==> config.mk <==
export PLATFORM = sky130hd
export DESIGN_NAME = pwm_scaled_bank
export DESIGN_NICKNAME = d
export VERILOG_FILES = /design/src/rtl/pwm_scaled_pkg.sv /design/src/rtl/pwm_regs.sv /design/src/rtl/pwm_counter.sv /design/src/rtl/pwm_channel.sv /design/src/rtl/pwm_scaled_bank.sv
export SDC_FILE = /design/constraint.sdc
export NUM_CORES = 1
export LEC_CHECK = 0
export BUFFER_PORTS_ARGS = -buffer_cell sky130_fd_sc_hd__buf_2
export CAP_MARGIN = 20
export CORE_MARGIN = 3
export CORE_UTILIZATION = 35
export CTS_CLUSTER_DIAMETER = 100
export DETAILED_ROUTE_END_ITERATION = 6
export PLACE_DENSITY_LB_ADDON = 0.25
export SLEW_MARGIN = 20
export SYNTH_ARGS = -nofsm -noshare
export SYNTH_HDL_FRONTEND = slang
export SYNTH_SLANG_ARGS = --single-unit
==> constraint.sdc <==
create_clock -name clk -period 3.7 [get_ports clk]
set_input_delay 0.185 -clock clk [delete_from_list [all_inputs] [get_ports clk]]
set_output_delay 0.185 -clock clk [all_outputs]
set_load 0.01 [all_outputs]
==> src/rtl/pwm_scaled_pkg.sv <==
package pwm_scaled_pkg;
  localparam int ADDR_W     = 8;
  localparam int DATA_W     = 32;
  localparam int SHIFT_W    = 4;
  localparam int EN_BIT     = 12;
  localparam int OFF_CFG    = 'h00;
  localparam int OFF_COUNT  = 'h08;
  localparam int OFF_CMP0   = 'h20;
  localparam int NUM_CH     = 4;

  typedef struct packed {
    logic               run;
    logic [SHIFT_W-1:0] shift;
  } pwm_cfg_t;

  function automatic logic [ADDR_W-1:0] cmp_offset(input int ch);
    return ADDR_W'(OFF_CMP0 + 4 * ch);
  endfunction
endpackage

==> src/rtl/pwm_regs.sv <==
module pwm_regs
  import pwm_scaled_pkg::*;
#(
  parameter int CMPW = 16,
  parameter int CNTW = CMPW + 15
) (
  input  logic                        clk,
  input  logic                        rst_n,
  input  logic                        wr_en,
  input  logic [ADDR_W-1:0]           wr_addr,
  input  logic [DATA_W-1:0]           wr_data,
  input  logic [ADDR_W-1:0]           rd_addr,
  output logic [DATA_W-1:0]           rd_data,
  input  logic [CNTW-1:0]             count,
  output pwm_cfg_t                    cfg,
  output logic [NUM_CH-1:0][CMPW-1:0] cmp
);
  logic wr_data_unused;
  assign wr_data_unused = ^wr_data;

  always_ff @(posedge clk or negedge rst_n) begin
    if (!rst_n) begin
      cfg <= '0;
    end else if (wr_en && wr_addr == ADDR_W'(OFF_CFG)) begin
      cfg.run   <= wr_data[EN_BIT];
      cfg.shift <= wr_data[SHIFT_W-1:0];
    end
  end

  for (genvar ch = 0; ch < NUM_CH; ch++) begin : g_cmp
    always_ff @(posedge clk or negedge rst_n) begin
      if (!rst_n) begin
        cmp[ch] <= '0;
      end else if (wr_en && wr_addr == cmp_offset(ch)) begin
        cmp[ch] <= wr_data[CMPW-1:0];
      end
    end
  end

  always_comb begin
    rd_data = '0;
    if (rd_addr == ADDR_W'(OFF_CFG)) begin
      rd_data[EN_BIT]        = cfg.run;
      rd_data[SHIFT_W-1:0]   = cfg.shift;
    end else if (rd_addr == ADDR_W'(OFF_COUNT)) begin
      rd_data = DATA_W'(count);
    end else begin
      for (int ch = 0; ch < NUM_CH; ch++) begin
        if (rd_addr == cmp_offset(ch)) rd_data = DATA_W'(cmp[ch]);
      end
    end
  end
endmodule

==> src/rtl/pwm_counter.sv <==
module pwm_counter
  import pwm_scaled_pkg::*;
#(
  parameter int CMPW = 16,
  parameter int CNTW = CMPW + 15
) (
  input  logic               clk,
  input  logic               rst_n,
  input  logic               run,
  input  logic [SHIFT_W-1:0] shift,
  output logic [CNTW-1:0]    count,
  output logic [CMPW-1:0]    scaled
);
  function automatic logic [CMPW-1:0] slice_at(input logic [CNTW-1:0] value,
                                                input logic [SHIFT_W-1:0] amount);
    return CMPW'(value >> amount);
  endfunction

  always_ff @(posedge clk or negedge rst_n) begin
    if (!rst_n)   count <= '0;
    else if (run) count <= count + CNTW'(1);
  end

  assign scaled = slice_at(count, shift);
endmodule

==> src/rtl/pwm_channel.sv <==
module pwm_channel #(
  parameter int CMPW = 16
) (
  input  logic [CMPW-1:0] scaled,
  input  logic [CMPW-1:0] cmp,
  output logic            pin_n
);
  logic active;
  assign active = scaled < cmp;
  assign pin_n  = ~active;
endmodule

==> src/rtl/pwm_scaled_bank.sv <==
module pwm_scaled_bank
  import pwm_scaled_pkg::*;
#(
  parameter int CMPW = 16
) (
  input  logic              clk,
  input  logic              rst_n,
  input  logic              wr_en,
  input  logic [7:0]        wr_addr,
  input  logic [31:0]       wr_data,
  input  logic [7:0]        rd_addr,
  output logic [31:0]       rd_data,
  output logic [3:0]        pwm_n
);
  localparam int CNTW = CMPW + 15;

  pwm_cfg_t                    cfg;
  logic [NUM_CH-1:0][CMPW-1:0] cmp;
  logic [CNTW-1:0]             count;
  logic [CMPW-1:0]             scaled;

  pwm_regs #(.CMPW(CMPW), .CNTW(CNTW)) u_regs (
    .clk     (clk),
    .rst_n   (rst_n),
    .wr_en   (wr_en),
    .wr_addr (wr_addr),
    .wr_data (wr_data),
    .rd_addr (rd_addr),
    .rd_data (rd_data),
    .count   (count),
    .cfg     (cfg),
    .cmp     (cmp)
  );

  pwm_counter #(.CMPW(CMPW), .CNTW(CNTW)) u_counter (
    .clk    (clk),
    .rst_n  (rst_n),
    .run    (cfg.run),
    .shift  (cfg.shift),
    .count  (count),
    .scaled (scaled)
  );

  for (genvar ch = 0; ch < NUM_CH; ch++) begin : g_ch
    pwm_channel #(.CMPW(CMPW)) u_ch (
      .scaled (scaled),
      .cmp    (cmp[ch]),
      .pin_n  (pwm_n[ch])
    );
  end
endmodule

# Yosys cells after proc, flatten, opt, wreduce, memory -nomap -nowiden
# Cells that the tools add are included.
[totals] reg_bits=100 latchBits=0 mem_bits_rw=0 mem_bits_ro=0 input_bits=51 mem_count=0
[op_classes] add_sub_neg=1 n_mul=0 div_mod_pow=0 n_lt_le_gt_ge=4 n_eq_ne=9 n_shift=1 n_mux=9 n_bitwise=4 n_reduce_logical=7
[ops] operator="8-bit by 6-bit equality test with 1-bit output, second input constant" count=8
[ops] operator="16-bit less-than comparator" count=4
[ops] operator="32-bit 2-to-1 mux" count=2
[ops] operator="16-bit 2-to-1 mux" count=3
[ops] operator="31-bit by 1-bit adder with 31-bit output, second input constant" count=1
[ops] operator="31-bit by 4-bit right shift with 16-bit output" count=1
[ops] operator="19-bit 2-to-1 mux" count=1
[ops] operator="8-bit zero test" count=2
[ops] operator="8-bit by 4-bit equality test with 1-bit output, second input constant" count=1
[ops] operator="8-bit 2-to-1 mux" count=1
[ops] operator="1-bit logical AND" count=5
[ops] operator="4-bit 2-to-1 mux" count=1
[ops] operator="1-bit inverter" count=4
[ops] operator="1-bit 2-to-1 mux" count=1

# Depth between registers and ports, before layout
[depth] ltp_word=7 mapped_depth=15 depth_no_buf=11

# Modules after synthesis
# A second synthesis with hierarchy kept.
[unflattened] hier_cells=744 hier_area_um2=7825.0
[by_module_without_submodules] mod="pwm_regs" instances=1 cells_each=313 area_each_um2=3631.0 seq_area_each_um2=1726.7
[by_module_without_submodules] mod="pwm_counter" instances=1 cells_each=223 area_each_um2=2567.5 seq_area_each_um2=775.7
[by_module_without_submodules] mod="pwm_channel" instances=4 cells_each=52 area_each_um2=406.6 seq_area_each_um2=0.0

# Worst setup path after synthesis
# Ideal clock, no wire load.
[synth_path] path_type="reg2out" start="register u_regs.cfg[0] (netlist name)" end="output pwm_n[1]" arrival_time_ps=3023 required_time_ps=3515 setup_slack_ps=492 stages_incl_launch_ff=13 path_buffers=3 cell_sequence="dfrtp_1 -> buf_2 -> buf_2 -> mux4_2 -> mux2_2 -> o21a_1 -> ha_1 -> a221oi_1 -> o21ai_0 -> a221o_1 -> nor3_1 -> a21oi_1 -> buf_4"
[synth_between] elab_chain_cells=3
[synth_rtl] element="31-bit by 4-bit right shift with 16-bit output" line_no="pwm_counter.sv:16" rtl="return CMPW'(value >> amount);"
[synth_rtl] element="16-bit less-than comparator" line_no="pwm_channel.sv:9" rtl="assign active = scaled < cmp;"
[synth_rtl] element="1-bit inverter" line_no="pwm_channel.sv:10" rtl="assign pin_n = ~active;"
[synth_rtl] element="end: declaration" line_no="pwm_scaled_bank.sv:13" rtl="output logic [3:0] pwm_n"
# Every way passes these cells.

# Worst setup path in the final report
[layout_path] start="register u_regs.cfg[0] (netlist name)" end="output pwm_n[1]"
[layout_between] elab_chain_cells=3
[layout_rtl] element="31-bit by 4-bit right shift with 16-bit output" line_no="pwm_counter.sv:16"
[layout_rtl] element="16-bit less-than comparator" line_no="pwm_channel.sv:9"
[layout_rtl] element="1-bit inverter" line_no="pwm_channel.sv:10"
# Every way passes these cells.

==> metrics.txt <==
Placed Instance Area 8160 µm²; setup violators final 0; initial core utilization 35.8%; DIE HEIGHT 153 µm; setup tns final 0 ns; Die Wd 153 µm; syn avg cell area 9.57 µm²; Static Leak 4.07 nW; Post-synth EDFFs 0; htree depth 3; vias in the first global route 5879; first-pass detailed-route iteration total 5; status finished clean; kind of critical path reg -> out; Setup crit start kind register; Levels on crit path 12; CP bufs+invs 2; CTS buffer count 9; cell with the most instances after synthesis dfrtp_1; Main synth FF type dfrtp_1; pin count of the biggest net entering global routing 62; Hold Vio Cnt, Final 0; # IOs 87; fin nets 965; setup ws final 0.0821 ns; Detailed Route Iter0 Violations 380; Placeable Area 21100 µm²; DP Wirelength 15900 µm; delay-heaviest family, CP compound AO/OA/AOI/OAI gates; gpl congestion 0.885; leading area contributor after synthesis dfrtp_1; clk_lat worst skew 0.35 ns; clk_skew 0.00843 ns; CTS root buf clkbuf_16; sw power 0.000931 W; TritonCTS sink count 100; final wirelength 21100 µm; Hold WC Path Type in -> reg; Switching Fraction 31.4%; TritonCTS clock tree done; max-cap violations 0; clk slew on worst S/H paths 0.07 ns; hold depth 3; Critical Path Fanout Max 6; WP data required 3.51 ns; row count 53; Synth top cells by count dfrtp_1 (100), mux2_2 (67), inv_1 (66), nand2_1 (63); power per cell area 336 nW/µm²; RSZ-0062 raised after global routing true; gr ovfl total 0; ys async rst share 100%; Achievable Freq 0.276 GHz; CP Capture Type primary output; gr usage total 17.9%; Fillers 2136; top-area cell type share of the netlist area 33.2%; Comb pwr share 25.4%; share of cells above drive strength 1 30.1%; Max Transition Viols Final 0; synth-to-layout area growth 17.0%; Antenna Cells 0; register area share after synthesis 33.2%; worst path arrival time 3.43 ns; Slowest Stage Delay on Critical Path 0.53 ns; hold_ws 0.0899 ns; wire length per cell 18.7 µm; Synth warnings 0; post-placement setup slack 0.242 ns; IO buf count 69; Final Critical Period 3.62 ns; Cell variety after synth 61; proportion of power drawn by the clock network 33.7%; Final Util 41.9%; Design Area, Final 8830 µm²; crit-path cells buf_12 -> mux4_2 -> mux2_2 -> nor2_2 -> a21oi_2 -> ha_2 -> a221oi_2 -> o21ai_1 -> a221o_1 -> nor3_2 -> a21oi_1 -> buf_2; flops & latches, synth 100; DR vias 6065; syn_nets 900; clk buf depth 2; detailed-route DRC error count 0; area of the die 23400 µm²; worst slew pin tran 1.00 ns; global-route wire length before repair 33100 µm; reg2reg path depth 6; Int Pwr 0.00204 W; largest cells by area after synthesis dfrtp_1 (33%), ha_1 (10%), mux2_2 (10%); Mapped Area 7540 µm²; Worst VDD drop 0.212 mV; Max-slew headroom 33.1%; initial antenna violation count 0; ANT nets after route 0; crit share post-route 97.8%; DR vias/cell 5.35; sequential power share 40.9%; Syn Inst Count 788; slowest CP cell mux4_2
-- state kept, by name (all words and copies together) (netlist names) --
register         cells
u_counter.count     31
u_regs.cmp          64
u_regs.cfg           5
-- cells by family (layout without fill, tap and decap cells) --
family	after synthesis	in the layout	synth area share, %
other	1	1	0.0497
flip-flops	100	100	33.2
XOR/XNOR	30	30	3.48
buffers and inverters	114	184	6.60
AND/OR/NAND/NOR	213	213	14.3
AO/OA/AOI/OAI	147	147	12.3
adder cells (fa/ha/maj)	61	61	10.1
multiplexers	122	122	20.0
-- power groups by stage --
stage,Sequential (W),Combinational [W],Clock [W]
global placement,0.00123,0.000646,0
floorplan,0.00120,0.000467,0
detailed placement,0.00123,0.000650,0
CTS,0.00121,0.000672,0.00103
global route,0.00122,0.000834,0.00107
finish,0.00121,0.000752,0.00100
-- path summary, 6_finish.rpt --
check / slack, ns / to / start
min in group asynchronous: 0.47 / u_counter.count[24] / rst_n
hold reg to reg: 0.49 / u_counter.count[30] / u_counter.count[30]
max in group asynchronous: 2.33 / u_regs.cfg[1] / rst_n
setup reg to reg: 1.52 / u_counter.count[15] / u_counter.count[5]
setup / recovery: 0.08 / pwm_n[1] / u_regs.cfg[0]
hold / removal: 0.09 / u_regs.cmp[52] / wr_data[4]
-- tightest hold or removal path, cell delays in order --
cell and delay [ns]:
buf_2 0.11, nand2_1 0.05, o21ai_0 0.06
-- cell usage in the layout, fill, tap and decap left out, drive strengths merged, types with 5 or more instances in the layout --
cell | netlist | final
a211oi | 7 | 7
a21o | 9 | 9
a21oi | 53 | 53
a221o | 13 | 13
and2 | 17 | 17
and3 | 5 | 5
buf | 32 | 99
clkbuf | 16 | 11
dfrtp | 100 | 100
ha | 61 | 61
inv | 66 | 67
mux2 | 72 | 72
mux2i | 34 | 34
mux4 | 16 | 16
nand2 | 63 | 63
nand3 | 17 | 17
nand4 | 16 | 16
nor2 | 63 | 63
nor3 | 8 | 8
nor4 | 5 | 5
o21ai | 37 | 37
o22ai | 5 | 5
xnor2 | 23 | 23
xor2 | 7 | 7
-- routing by layer --
layer / track usage, % / wire length, µm / vias to the layer above
met5: 0 / 0 / -
met1: 26.2 / 10300 / 2933
met3: 2.29 / 898 / 20
met4: 5.43 / 364 / 0
met2: 27.6 / 9550 / 169
li1: - / - / 2943
-- repair_timing --
item / 4_1_cts / 5_1_grt
setup endpoints to repair: 4 / 4
resized for setup: 6 / 51
hold endpoints to repair: 59 / 0
cloned: 1 / 1
buffers inserted: 4 / 4
hold buffers: 1 / 0
pin swaps: 0 / 8
-- cell type report --
type	instances	area [µm²]	area share, %
Multi-Input combinational cell	574	4750	53.8
Clock inverter	6	70.1	0.794
Tap cell	275	344	3.90
Inverter	66	251	2.85
Timing Repair Buffer	102	664	7.53
Sequential cell	100	2510	28.4
Clock buffer	10	239	2.71
-- stage by stage --
| stage | std cells | total power (W) |
|---|---|---|
| after floorplan | 788 | 0.00167 |
| after global placement | 1106 | 0.00187 |
| after detailed placement | 1106 | 0.00188 |
| after CTS | 1128 | 0.00292 |
| after global routing | 1133 | 0.00312 |
| final | 1133 | 0.00297 |
Power figures use the tool's default switching activity.
